`config.mk`:
```
export PLATFORM = sky130hd
export DESIGN_NAME = tx_byte_fifo
export DESIGN_NICKNAME = d
export VERILOG_FILES = /design/src/rtl/tx_byte_fifo.sv
export SDC_FILE = /design/constraint.sdc
export NUM_CORES = 1
export LEC_CHECK = 0
export ABC_AREA = 0
export ABC_CLOCK_PERIOD_IN_PS = 3550
export BUFFER_PORTS_ARGS = -buffer_cell sky130_fd_sc_hd__buf_4
export CAP_MARGIN = 20
export CELL_PAD_IN_SITES_DETAIL_PLACEMENT = 2
export CELL_PAD_IN_SITES_GLOBAL_PLACEMENT = 2
export CORE_UTILIZATION = 40
export CTS_CLUSTER_SIZE = 10
export DETAILED_ROUTE_END_ITERATION = 7
export PLACE_DENSITY = 0.84
export REMOVE_ABC_BUFFERS = 1
export SYNTH_ARGS = -nofsm -noshare
export SYNTH_HDL_FRONTEND = slang
export SYNTH_SLANG_ARGS = --single-unit
```
`constraint.sdc`:
```
create_clock -name clk -period 3.55 [get_ports clk]
set_input_delay 0.355 -clock clk [delete_from_list [all_inputs] [get_ports clk]]
set_output_delay 0.355 -clock clk [all_outputs]
set_load 0.005 [all_outputs]
```
`src/rtl/tx_byte_fifo.sv`:
```
module tx_byte_fifo #(
  parameter int DEPTH = 16,
  parameter int DW = 8,
  localparam int AW = $clog2(DEPTH),
  localparam int CW = $clog2(DEPTH + 1)
) (
  input  logic          clk,
  input  logic          rst_n,
  input  logic          push,
  input  logic          push_dma,
  input  logic [DW-1:0] push_data,
  input  logic          frame_tick,
  input  logic          tx_en,
  input  logic          rx_en,
  input  logic          loopback,
  input  logic [1:0]    trig_sel,
  input  logic          fifo_flush,
  input  logic          stat_wr,
  input  logic          stat_tdfe,
  input  logic          stat_tend,
  input  logic          tx_irq_en,
  output logic [CW-1:0] fill,
  output logic          tdfe,
  output logic          tend,
  output logic          tx_irq,
  output logic          tx_valid,
  output logic [DW-1:0] tx_data,
  output logic          lb_valid
);

  logic [DW-1:0] mem [DEPTH];
  logic [AW-1:0] wp, rp;
  logic [CW-1:0] cnt_n, trig;
  logic pop, push_ok, tdfe_n, tend_n;

  assign trig    = CW'(8) >> trig_sel;
  assign pop     = frame_tick & tx_en & (fill != '0) & ~fifo_flush;
  assign push_ok = push & (fill != CW'(DEPTH)) & ~fifo_flush;
  assign cnt_n   = fill + CW'(push_ok) - CW'(pop);
  assign tx_irq  = tdfe & tx_irq_en;

  function automatic logic [AW-1:0] wrap_inc(input logic [AW-1:0] p);
    return (p == AW'(DEPTH - 1)) ? '0 : p + 1'b1;
  endfunction

  always_comb begin
    tdfe_n = tdfe;
    tend_n = tend;
    if (stat_wr) begin
      tdfe_n = tdfe_n & stat_tdfe;
      tend_n = tend_n & stat_tend;
    end
    if (pop) begin
      if (cnt_n <= trig) tdfe_n = 1'b1;
      if (cnt_n == '0)   tend_n = 1'b1;
    end
    if (push_ok && push_dma && cnt_n > trig) begin
      tdfe_n = 1'b0;
      tend_n = 1'b0;
    end
    if (stat_wr) begin
      if (cnt_n <= trig) tdfe_n = 1'b1;
      if (cnt_n == '0)   tend_n = 1'b1;
    end
  end

  always_ff @(posedge clk)
    if (push_ok) mem[wp] <= push_data;

  always_ff @(posedge clk) begin
    if (!rst_n || fifo_flush) begin
      wp       <= '0;
      rp       <= '0;
      fill     <= '0;
      tdfe     <= 1'b1;
      tend     <= 1'b1;
      tx_valid <= 1'b0;
      lb_valid <= 1'b0;
      tx_data  <= '0;
    end else begin
      fill     <= cnt_n;
      tdfe     <= tdfe_n;
      tend     <= tend_n;
      tx_valid <= pop & ~loopback;
      lb_valid <= pop & loopback & rx_en;
      if (push_ok) wp <= wrap_inc(wp);
      if (pop) begin
        rp      <= wrap_inc(rp);
        tx_data <= mem[rp];
      end
    end
  end

endmodule


```
==> impl_metrics.yaml <==
timing:
  whs_ns: 0.0959
  drv_slew: 0
  slew-limit-headroom_pct: 29.3
  finalCriticalPeriod_ns: 3.43
  worst_pin_slew_ns: 1.06
  finalCritPeriodShare_pct: 96.8
  fin_tns_setup_ns: 0
  fmax_mhz: 291
  worst_slack_ns: 0.115
  setup_violations: 0
  skew_ns: 0.00918
  finalHoldViolCount: 0
die:
  chipWidth_um: 127
  io-pin-count: 41
  num_rows: 45
  die_h_um: 127
  start_util_pct: 41.0
  die_area_um2: 16200
  coreArea_um2: 15300
final_layout:
  final_nets: 474
  fill_cells: 1366
  final_util_pct: 49.1
  final_area_um2: 7490
  stdcell_count: 659
  drive_gt1_share_pct: 30.4
  area_delta_synth_final_pct: 19.7
  n_antenna_cell: 0
min_path:
  hold-path-endpoint: "tx_valid"
  hp-class: "input port to register"
  hold_start: "loopback"
  min_path_cells: 2
power:
  fin_total_pwr_mw: 3.93
  worst_ir_drop_vdd_v: 0.000334
  p_leak_nw: 2.53
  p_per_area_nw_per_um2: 525
yosys:
  async_flop_share_pct: 0
  ys_warn_count: 0
  synth-edff-count: 128
  ys_types: 40
  syn_avg_cell_area_um2: 16.7
  ys.flop_type: "edfxtp_1"
  seq_area_frac_synth_pct: 69.4
  yosys.area.top_type: "edfxtp_1"
  ys_ff_latch: 153
  syn_area_um2: 6260
  syn_inst: 375
  synth_area_leaders: "edfxtp_1 (61%), mux4_2 (11%), dfxtp_1 (8.0%)"
  yosysTopAreaCellShare_pct: 61.4
critical_path:
  r2r_end: "tend"
  r2r_slack_ns: 0.12
  cp-start-kind: "register"
  end_kind: "register"
  arrival_ns: 3.73
  worstPathMaxFanout: 3
  path_class: "register to register"
  timing.rr.start: "fill[3]"
  critPathRequiredTime_ns: 3.85
  rr_worst_depth: 18
  critical_path.startpoint: "fill[3]"
cts:
  cts_max_path_buffers: 2
  clock_sinks: 153
  path_clk_slew_ns: 0.06
  root_buffer: "clkbuf_16"
  htreeDepth: 4
  cts_buffers: 17
  hold_buffers: 0
  insertion_delay_ns: 0.43
  cts_tree: "done"
route:
  drtIter0Drc: 224
  wire_per_inst_um: 26.4
  drt-vias-per-instance: 5.48
  drt.antenna.violating_nets: 0
  num_vias: 3609
  drc_errors: 0
  firstDrtPassIters: 4
  finalWirelength_mm: 17.4
global_route:
  grt_use_total_pct: 23.2
  first_global_vias: 4079
  grt_pass1_wl_mm: 26.0
  grt_max_degree: 37
  grt.overflow.total: 0
  antenna_found_initial: 0
placed_design:
  gp_congestion: 0.746
  placed_area_um2: 6810
  post-place-cells: 622
  dpl.hpwl_mm: 11.7
  pre_cts_slack_ns: -0.0165
  io_buffers: 40
run_status:
  status: "completed"
run:
  drv_cap: 0
-- layout make-up --
type / instances / area [µm²] / area share [%]
sequential: 153 / 4350 / 58.1
multi-input combinational: 191 / 1810 / 24.2
clock buffer: 19 / 433 / 5.78
timing repair buffer: 57 / 428 / 5.71
tap: 211 / 264 / 3.53
clock inverter: 13 / 148 / 1.97
inverter: 15 / 56.3 / 0.752
-- repair_timing --
action / 4_1_cts / 5_1_grt
pin swaps: 1 / 9
endpoints found under the setup margin: 2 / 2
buffers inserted: 0 / 5
resized for setup: 3 / 14
-- logic make-up (layout without fill, tap and decap cells) --
| family | Yosys count | in the layout | share of synthesized area, % |
|---|---|---|---|
| compound gates | 46 | 46 | 5.18 |
| xor+xnor | 6 | 6 | 0.840 |
| fa+ha+maj | 16 | 16 | 3.32 |
| buf+inv | 31 | 104 | 2.52 |
| flops | 153 | 153 | 69.4 |
| mux | 35 | 35 | 12.1 |
| simple gates | 88 | 88 | 6.62 |
-- how the worst max path moves through the flow --
stage	end	slack (ns)	depth (start not counted)
after detailed placement	tdfe	-0.02	17
after floorplan	tend	-0.04	16
after CTS	tdfe	0.02	17
after global placement	tend	0.27	17
final	tend	0.12	18
after global routing	tend	-0.04	18
-- power breakdown --
group / total, mW / internal [mW] / switching (mW) / leakage, nW
clock: 1.77 / 1.04 / 0.728 / 0.281
sequential: 1.96 / 1.95 / 0.00895 / 1.36
combinational: 0.195 / 0.0864 / 0.109 / 0.893
total: 3.93 / 3.08 / 0.846 / 2.53
-- cells in the mapped netlist, types with 2 or more instances --
library cell and n:
buf_1 3, o22ai_1 8, a31oi_1 3, ha_1 15, mux4_1 2, inv_1 15
mux4_2 30, a21oi_1 9, mux2i_1 3, buf_2 5, clkbuf_1 4, nand2_1 21
xor2_1 3, xnor2_1 3, nor2b_1 5, nand3_1 2, edfxtp_1 128, a22o_1 16
nor2_1 37, and3_1 2, o21ai_0 4, nor3_1 4, dfxtp_1 25, buf_6 2
and2_1 4, nand2b_1 7, nor3_2 2
-- layer usage --
metal	vias up	global-route usage, %	share of wire (%)
met5	-	0	0
met4	0	9.38	2.3
met3	34	4.69	4.0
met2	97	42.2	55
met1	1908	26.7	39
li1	1570	-	-
-- sequential cells by signal, summed over array words and instances (netlist names) --
register  flops
tdfe          1
tend          1
rp            4
wp            4
mem         128
fill          5
tx_valid      1
lb_valid      1
tx_data       8
-- cells in the final DEF (no fill, tap or decap), types with 4 or more instances in the layout --
cell type,synthesis,layout
edfxtp_1,128,128
buf_4,1,57
nor2_1,37,37
mux4_2,30,30
dfxtp_1,25,22
nand2_1,21,21
clkbuf_16,0,17
a22o_1,16,16
inv_1,15,13
ha_1,15,12
a21oi_1,9,8
o22ai_1,8,8
nand2b_1,7,7
clkinv_4,0,7
nor2b_1,5,5
nor3_1,4,4
-- critical path, stage by stage (launching register included) --
cell      delay (ns)
dfxtp_2         0.34
inv_1           0.07
ha_2            0.19
and4bb_2        0.25
nor3_4          0.20
inv_1           0.07
ha_1            0.30
inv_1           0.06
ha_2            0.19
inv_2           0.04
fa_2            0.39
xor2_2          0.20
inv_2           0.07
ha_4            0.26
and2_4          0.13
o21ai_0         0.07
a32o_2          0.26
a21oi_2         0.12
o21ai_1         0.08
Power figures use the tool's default switching activity.
